==> src/rtl/txra_pkg.sv <==
package txra_pkg;
  typedef struct packed {
    logic clrCount;
    logic incCount;
  } ctlStrobes_t;

  typedef struct packed {
    logic lineEnd;
    logic limitHit;
  } dpFlags_t;
endpackage

==> src/rtl/txra_datapath.sv <==
module txra_datapath
  import txra_pkg::*;
#(
  parameter int ADDR_W     = 30,
  parameter int CNT_W      = 16,
  parameter int SHORT_LINE = 8,
  parameter int LONG_LINE  = 16
) (
  input  logic              clk,
  input  logic              rstN,
  input  logic              lineSel,
  input  logic [ADDR_W-1:0] beatAddr,
  input  logic [CNT_W-1:0]  maxBytes,
  input  ctlStrobes_t       strobes,
  output dpFlags_t          flags
);
  localparam int SHORT_BITS = $clog2(SHORT_LINE);
  localparam int LONG_BITS  = $clog2(LONG_LINE);
  localparam int WIDE_W     = CNT_W + 1;

  logic [WIDE_W-1:0] byteCount;
  logic [WIDE_W-1:0] bytesNow;
  logic              shortEnd;
  logic              longEnd;

  assign shortEnd = &beatAddr[SHORT_BITS-1:0];
  assign longEnd  = &beatAddr[LONG_BITS-1:0];

  always_comb begin
    bytesNow       = byteCount + WIDE_W'(4);
    flags.lineEnd  = lineSel ? longEnd : shortEnd;
    flags.limitHit = (maxBytes != '0) && (bytesNow >= {1'b0, maxBytes});
  end

  always_ff @(posedge clk) begin
    if (!rstN || strobes.clrCount) begin
      byteCount <= '0;
    end else if (strobes.incCount && !byteCount[WIDE_W-1]) begin
      byteCount <= bytesNow;
    end
  end

  a_r5_count_clear: assert property (@(posedge clk) disable iff (!rstN)
    strobes.clrCount |=> byteCount == '0);

  a_r5_count_step: assert property (@(posedge clk) disable iff (!rstN)
    (strobes.incCount && !strobes.clrCount && !byteCount[WIDE_W-1])
      |=> byteCount == $past(byteCount) + WIDE_W'(4));
endmodule

==> src/rtl/txra_control.sv <==
module txra_control
  import txra_pkg::*;
(
  input  logic        clk,
  input  logic        rstN,
  input  logic        alignEn,
  input  logic        burstStart,
  input  logic        beatValid,
  input  logic        fifoAlmostFull,
  input  logic        otherPending,
  input  logic        burstAbort,
  input  dpFlags_t    flags,
  output ctlStrobes_t strobes,
  output logic        burstTerm,
  output logic        switchChan
);
  logic active;
  logic pendTerm;
  logic pendSwitch;
  logic beatLive;
  logic arbCause;
  logic anyCause;
  logic termNow;
  logic swNow;

  always_comb begin
    beatLive = active && beatValid && !burstAbort && !burstStart;
    arbCause = flags.limitHit && otherPending;
    anyCause = fifoAlmostFull || arbCause;
    if (alignEn) begin
      termNow = beatLive && flags.lineEnd && (pendTerm || anyCause);
      swNow   = beatLive && flags.lineEnd && (pendSwitch || arbCause);
    end else begin
      termNow = beatLive && (pendTerm || anyCause);
      swNow   = beatLive && (pendSwitch || arbCause);
    end
    strobes.clrCount = burstStart;
    strobes.incCount = beatLive;
  end

  assign burstTerm  = termNow;
  assign switchChan = swNow;

  always_ff @(posedge clk) begin
    if (!rstN) begin
      active     <= 1'b0;
      pendTerm   <= 1'b0;
      pendSwitch <= 1'b0;
    end else if (burstStart) begin
      active     <= 1'b1;
      pendTerm   <= 1'b0;
      pendSwitch <= 1'b0;
    end else if (burstAbort || termNow) begin
      active     <= 1'b0;
      pendTerm   <= 1'b0;
      pendSwitch <= 1'b0;
    end else if (beatLive && alignEn) begin
      pendTerm   <= pendTerm | anyCause;
      pendSwitch <= pendSwitch | arbCause;
    end
  end

  a_r3_term_on_line_end: assert property (@(posedge clk) disable iff (!rstN)
    (alignEn && burstTerm) |-> flags.lineEnd);

  a_r2_immediate_stop: assert property (@(posedge clk) disable iff (!rstN)
    (!alignEn && beatLive && fifoAlmostFull) |-> burstTerm);

  a_r6_switch_with_term: assert property (@(posedge clk) disable iff (!rstN)
    switchChan |-> burstTerm);

  a_r7_single_strobe: assert property (@(posedge clk) disable iff (!rstN)
    burstTerm |=> !burstTerm);

  a_r8_abort_quiet: assert property (@(posedge clk) disable iff (!rstN)
    (burstAbort && !burstStart) |=> !burstTerm);
endmodule

==> src/rtl/txReadAligner.sv <==
module txReadAligner
  import txra_pkg::*;
#(
  parameter int ADDR_W     = 30,
  parameter int CNT_W      = 16,
  parameter int SHORT_LINE = 8,
  parameter int LONG_LINE  = 16
) (
  input  logic              clk,
  input  logic              rstN,
  input  logic              alignEn,
  input  logic              lineSel,
  input  logic              burstStart,
  input  logic              beatValid,
  input  logic [ADDR_W-1:0] beatAddr,
  input  logic              fifoAlmostFull,
  input  logic [CNT_W-1:0]  maxBytes,
  input  logic              otherPending,
  input  logic              burstAbort,
  output logic              burstTerm,
  output logic              switchChan
);
  ctlStrobes_t strobes;
  dpFlags_t    flags;

  txra_datapath #(
    .ADDR_W(ADDR_W), .CNT_W(CNT_W),
    .SHORT_LINE(SHORT_LINE), .LONG_LINE(LONG_LINE)
  ) uDp (
    .clk(clk), .rstN(rstN), .lineSel(lineSel), .beatAddr(beatAddr),
    .maxBytes(maxBytes), .strobes(strobes), .flags(flags)
  );

  txra_control uCtl (
    .clk(clk), .rstN(rstN), .alignEn(alignEn), .burstStart(burstStart),
    .beatValid(beatValid), .fifoAlmostFull(fifoAlmostFull),
    .otherPending(otherPending), .burstAbort(burstAbort), .flags(flags),
    .strobes(strobes), .burstTerm(burstTerm), .switchChan(switchChan)
  );
endmodule

==> config.mk <==
export PLATFORM = sky130hd
export DESIGN_NAME = txReadAligner
export DESIGN_NICKNAME = d
export VERILOG_FILES = /design/src/rtl/txra_pkg.sv /design/src/rtl/txra_datapath.sv /design/src/rtl/txra_control.sv /design/src/rtl/txReadAligner.sv
export SDC_FILE = /design/constraint.sdc
export NUM_CORES = 1
export LEC_CHECK = 0
export BUFFER_PORTS_ARGS = -buffer_cell sky130_fd_sc_hd__buf_2
export CAP_MARGIN = 10
export CELL_PAD_IN_SITES_DETAIL_PLACEMENT = 0
export CELL_PAD_IN_SITES_GLOBAL_PLACEMENT = 1
export CORE_MARGIN = 2
export CORE_UTILIZATION = 35
export CTS_BUF_LIST = sky130_fd_sc_hd__clkbuf_8
export DETAILED_ROUTE_END_ITERATION = 10
export PLACE_DENSITY_LB_ADDON = 0.1
export SLEW_MARGIN = 20
export SYNTH_ARGS = -nofsm -noshare
export SYNTH_HDL_FRONTEND = slang
export SYNTH_SLANG_ARGS = --single-unit
==> constraint.sdc <==
create_clock -name clk -period 3.2 [get_ports clk]
set_input_delay 0.32 -clock clk [delete_from_list [all_inputs] [get_ports clk]]
set_output_delay 0.32 -clock clk [all_outputs]
set_load 0.005 [all_outputs]
# After elaboration in Yosys (flattened, before gate mapping)
# Index checks and enable logic that the tools add are counted.
dict set report op_classes {
  reduce_logical 26
  muxes 5
  div 0
  n_mul 0
  eq_ne 0
  n_addsub 1
  bitwise 3
  order_cmp 1
  shifts 0
}
# operator n
set op_table {}
lappend op_table {{adder 17 x 3 -> 17 bit, second input constant} 1}
lappend op_table {{>= comparator 17 x 16 -> 1 bit} 1}
lappend op_table {{nonzero test 16 bit} 1}
lappend op_table {{logical AND 1 bit} 12}
lappend op_table {{logical OR 1 bit} 5}
lappend op_table {{2-to-1 mux 1 bit} 5}
lappend op_table {{zero test 1 bit} 4}
lappend op_table {{AND reduction 4 bit} 1}
lappend op_table {{AND reduction 3 bit} 1}
lappend op_table {{OR reduction 3 bit} 1}
lappend op_table {{bitwise OR 1 bit} 2}
lappend op_table {{nonzero test 2 bit} 1}
lappend op_table {{NOT 1 bit} 1}
dict set report totals {
  in_bits 55
  rom_bits 0
  ram_bits 0
  latchBits 0
  register_bits 20
  memories 0
  output_inout_bits 2
}

# Depth between registers and ports, before layout
dict set report logic_depth {
  depth_word 11
  ltp_mapped 14
}

# Modules after synthesis
# Synthesis repeated with hierarchy kept, for this count alone.
dict set report hier_totals {
  hier_cells 189
  area_unflattened_um2 1517.7
}
# mod cells_per_inst seq_area_each_um2 n_inst area_each_um2
set modules_own_cells {}
lappend modules_own_cells {txra_datapath 165 300.3 1 1283.7}
lappend modules_own_cells {txra_control 24 60.1 1 234.0}

# Least setup slack after synthesis
# Ideal clock, no wire load.
dict set report synth_path {
  kind {flip-flop to output port}
  start {register uDp.byteCount[2]}
  end {output switchChan}
  stages_incl_launch_ff 15
  path_slack_ns 0.288
  arrival_time_ns 2.592
  n_path_buf 1
  cell_sequence {dfxtp_1 -> ha_1 -> nand3_4 -> nor3_2 -> and3_1 -> buf_4 -> nand3_1 -> xnor2_1 -> ha_1 -> o21ai_0 -> nor2_1 -> o311a_1 -> nor3_1 -> a21o_1 -> a21oi_1}
}
dict set report synth_via {
  elab_chain_len 7
  elab_cells_between_ends 8
  cone_classes {add/sub: 1; order compare: 1; mux: 1; reduce/logical: 5}
}
# element line_no
set synth_lines {}
lappend synth_lines {{from (decl)} txra_datapath.sv:21} ;# logic [WIDE_W-1:0] byteCount;
lappend synth_lines {{from (signal assigned)} txra_datapath.sv:39} ;# byteCount <= bytesNow;
lappend synth_lines {{adder 17 x 3 -> 17 bit (*)} txra_datapath.sv:30} ;# bytesNow = byteCount + WIDE_W'(4);
lappend synth_lines {{via uDp.bytesNow[14]} txra_datapath.sv:22} ;# logic [WIDE_W-1:0] bytesNow;
lappend synth_lines {{>= comparator 17 x 16 -> 1 bit (*)} txra_datapath.sv:32} ;# flags.limitHit = (maxBytes != '0) && (bytesNow >= {1'b0, maxBytes});
lappend synth_lines {{logical AND 1 bit (*)} txra_datapath.sv:32}
lappend synth_lines {{logical AND 1 bit (*)} txra_control.sv:28} ;# arbCause = flags.limitHit && otherPending;
lappend synth_lines {{logical OR 1 bit (*)} {txra_control.sv:32, txra_control.sv:35}}
lappend synth_lines {{logical AND 1 bit (on tied branches)} {txra_control.sv:35, txra_control.sv:32}}
lappend synth_lines {{2-to-1 mux 1 bit (*)} txra_control.sv:30} ;# if (alignEn) begin
lappend synth_lines {{to (decl)} txReadAligner.sv:21} ;# output logic switchChan
# The timed path passes the listed nets; every way through them passes the cells marked *.

# Worst setup path after layout
dict set report layout_path {
  start {register uDp.byteCount[3]}
  end {output burstTerm}
}
dict set report layout_via {
  elab_chain_len 8
  elab_cells_between_ends 9
  cone_classes {add/sub: 1; order compare: 1; mux: 1; reduce/logical: 6}
}
# element line_no
set layout_lines {}
lappend layout_lines {{adder 17 x 3 -> 17 bit (*)} txra_datapath.sv:30}
lappend layout_lines {{via uDp.bytesNow[14]} txra_datapath.sv:22}
lappend layout_lines {{>= comparator 17 x 16 -> 1 bit (*)} txra_datapath.sv:32}
lappend layout_lines {{logical AND 1 bit (*)} txra_datapath.sv:32}
lappend layout_lines {{logical AND 1 bit (*)} txra_control.sv:28}
lappend layout_lines {{logical OR 1 bit (*)} txra_control.sv:29} ;# anyCause = fifoAlmostFull || arbCause;
lappend layout_lines {{logical OR 1 bit (*)} {txra_control.sv:31, txra_control.sv:34}}
lappend layout_lines {{logical AND 1 bit (on tied branches)} {txra_control.sv:34, txra_control.sv:31}}
lappend layout_lines {{2-to-1 mux 1 bit (*)} txra_control.sv:30}
lappend layout_lines {{to (decl)} txReadAligner.sv:20} ;# output logic burstTerm,
# Marked as above.

==> summary.md <==
| Metric | Value |
|---|---|
| Share of cells above drive strength 1 | 0.3609 |
| Root Buffer | clkbuf_8 |
| Die height | 68.06 um |
| Final Hold Fails | 0 |
| Initial Utilization | 0.3617 |
| Port bufs | 30 |
| Clock slew at reported path FFs | 0.07 ns |
| Data required time of the worst path | 2.88 ns |
| Max cap viols | 0 |
| Total core area | 3971 um2 |
| Final core occ | 0.4877 |
| Leakage | 0.9096 nW |
| Sink Count | 18 |
| Post-route clock period utilization | 0.9767 |
| Number of global-route vias before repair | 1382 |
| Post-synthesis cell count | 183 |
| Area leader, netlist | dfxtp_1 |
| # fillers | 405 |
| Fin crit period | 3.125 ns |
| RSZ-0062 raised after global routing | yes |
| Mean Syn Cell Area | 7.849 um2 |
| Setup crit end kind | output port |
| Most frequent cell after synthesis | nand2_1 |
| H-Tree Depth | 1 |
| Clk_lat worst skew | 0.25 ns |
| Ys async rst share | 0 |
| Slew Limit Fails | 0 |
| Register area | 384.1 um2 |
| Commonest cells in the netlist | 21 x nand2_1, 18 x dfxtp_1, 16 x inv_1, 16 x nor2_1, 16 x xor2_1 |
| Initial antenna violation count | 0 |
| GRT Util Overall | 0.1672 |
| RePlAce Congestion | 0.7343 |
| Main synth FF type | dfxtp_1 |
| Final WL | 3565 um |
| Synthesized area | 1436 um2 |
| Multi-input logic area | 1096 um2 |
| Final #Nets | 302 |
| Worst slew pin tran | 0.8735 ns |
| Syn nets | 253 |
| # DRC | 0 |
| Power density cells | 224.0 nW/um2 |
| Fin Clk Skew | 0.003155 ns |
| Max-slew headroom | 0.4164 |
| Die X | 68.06 um |
| WL/cell | 12.73 um |
| Hold Path Class | input pin to register |
| First-pass GRT wire length | 5858 um |
| Status | finished, final reports clean |
| Post-DP HPWL | 2758 um |
| # diodes | 0 |
| Clk buf depth | 2 |
| FP Rows | 23 |
| Sequential fraction of the synthesis area | 0.2509 |
| Grt total ovfl | 0 |
| Area growth syn-to-layout | 34.84% |
| Drt pass-1 iters | 4 |
| Synthesis Warnings | 0 |
| First DRT Iteration DRCs | 14 |
| Post-DR vias/cell | 5.004 |
| DIE AREA | 4632 um2 |
| Number of flops mapped to enable cells by yosys | 0 |
| Largest net degree at the start of global routing | 19 |
| Ranking of synthesized cells by area | dfxtp_1 25%, ha_1 13%, xor2_1 9.8% |
| Max Clock Freq | 320.0 MHz |
| Final ANT Viol Nets | 0 |
| Clock buffer count from CTS | 3 |
| Final setup viols | 0 |
| CTS tree | done |
| Ports | 57 |
| Hold slack final | 0.2919 ns |
| Arr. time, crit path | 2.81 ns |
| Vias | 1401 |
| Critical path launch point type | register |
| Max FO, Critical Path | 3 |
| Register bit total from synthesis | 18 |
| Synth unique cells | 39 |
| Max IR drop VDD | 188.7 uV |
| Kind of critical path | register to output port |
| Post-synth top area share | 0.2509 |
through the flow:
step,area (um2),worst slack (ns),power (W),setup TNS [ns],cells
5_1_grt,1937,-0.05467,0.0004529,-0.09070,280
4_1_cts,1823,0.002489,0.0004381,0,276
3_3_place_gp,1707,0.06540,0.0002774,0,269
6_report,1937,0.07458,0.0004338,0,280
3_5_place_dp,1707,0.03593,0.0002803,0,269
2_1_floorplan,1436,0.2879,0.0002534,0,183
area by class of cell:
class                           instances  area share
Sequential cell                        18      0.1983
Tap cell                               50     0.03230
Timing Repair Buffer                   49      0.1512
Inverter                               16     0.03101
Multi-Input combinational cell        144      0.5659
Clock buffer                            3     0.02132
critical path, cell delays in order (launching register included):
cell and delay, ns:
dfxtp_4 0.38, ha_4 0.15, nand3_4 0.09, nor3_4 0.15, and3_4 0.23, nand3_1 0.09, xnor2_1 0.19, ha_2 0.29
o21ai_2 0.12, nor2_2 0.06, o311a_1 0.15, nor3_2 0.26, buf_4 0.16, a31oi_4 0.08, buf_2 0.15
final timing paths:
kind         slack (ns)  depth (start not counted)     endpoint              from
max                0.07                         14    burstTerm  uDp.byteCount[3]
min                0.29                          3  uCtl.active        burstStart
max reg2reg        0.46                         15  uCtl.active  uDp.byteCount[3]
min reg2reg        0.49                          2  uCtl.active       uCtl.active
registers in the layout, indices dropped and copies added, names as in the netlist:
register	count
uCtl.pendTerm	1
uDp.byteCount	15
uCtl.pendSwitch	1
uCtl.active	1
logic make-up (layout without fill, tap and decap cells):
| logic type | after synthesis | in the layout | synth area share |
|---|---|---|---|
| AND/OR/NAND/NOR | 79 | 79 | 0.3014 |
| AO/OA/AOI/OAI | 27 | 27 | 0.1176 |
| XOR/XNOR | 23 | 23 | 0.1402 |
| buffers and inverters | 21 | 68 | 0.05923 |
| flip-flops | 18 | 18 | 0.2509 |
| adder cells (fa/ha/maj) | 15 | 15 | 0.1307 |
power by group:
group | switching (W) | total, W | internal (W)
registers | 0.000000668 | 0.000221 | 0.000221
logic | 0.0000279 | 0.0000515 | 0.0000235
clock network | 0.0000772 | 0.000161 | 0.0000837
routing by layer:
layer | track usage | wire length (um) | vias up | share of wire
met5 | 0 | 0 | - | 0
met4 | 0.03750 | 25 | 0 | 0.0070
met3 | 0.01974 | 156 | 4 | 0.044
met2 | 0.3022 | 1687 | 37 | 0.47
met1 | 0.2108 | 1696 | 627 | 0.48
li1 | - | - | 733 | -
cells in the final DEF, fill, tap and decap left out, drive strengths merged, types with 2 or more instances in the layout:
master | netlist | layout
buf | 4 | 49
nand2 | 21 | 21
dfxtp | 18 | 18
inv | 16 | 16
xor2 | 16 | 16
nor2 | 16 | 16
ha | 15 | 15
a21oi | 10 | 10
o21ai | 9 | 9
nand3 | 8 | 8
xnor2 | 7 | 7
nor4 | 6 | 6
nor3 | 6 | 6
nand4 | 5 | 5
or3 | 4 | 4
nor2b | 3 | 3
clkbuf | 1 | 3
a21o | 2 | 2
nand2b | 2 | 2
and3 | 2 | 2
repair_timing:
item	4_1_cts	5_1_grt
buffers inserted	4	4
setup endpoints to repair	2	2
hold buffers	0	0
pin swaps	5	15
resized for setup	16	20
Note: power is estimated with default switching activity, not from simulation.
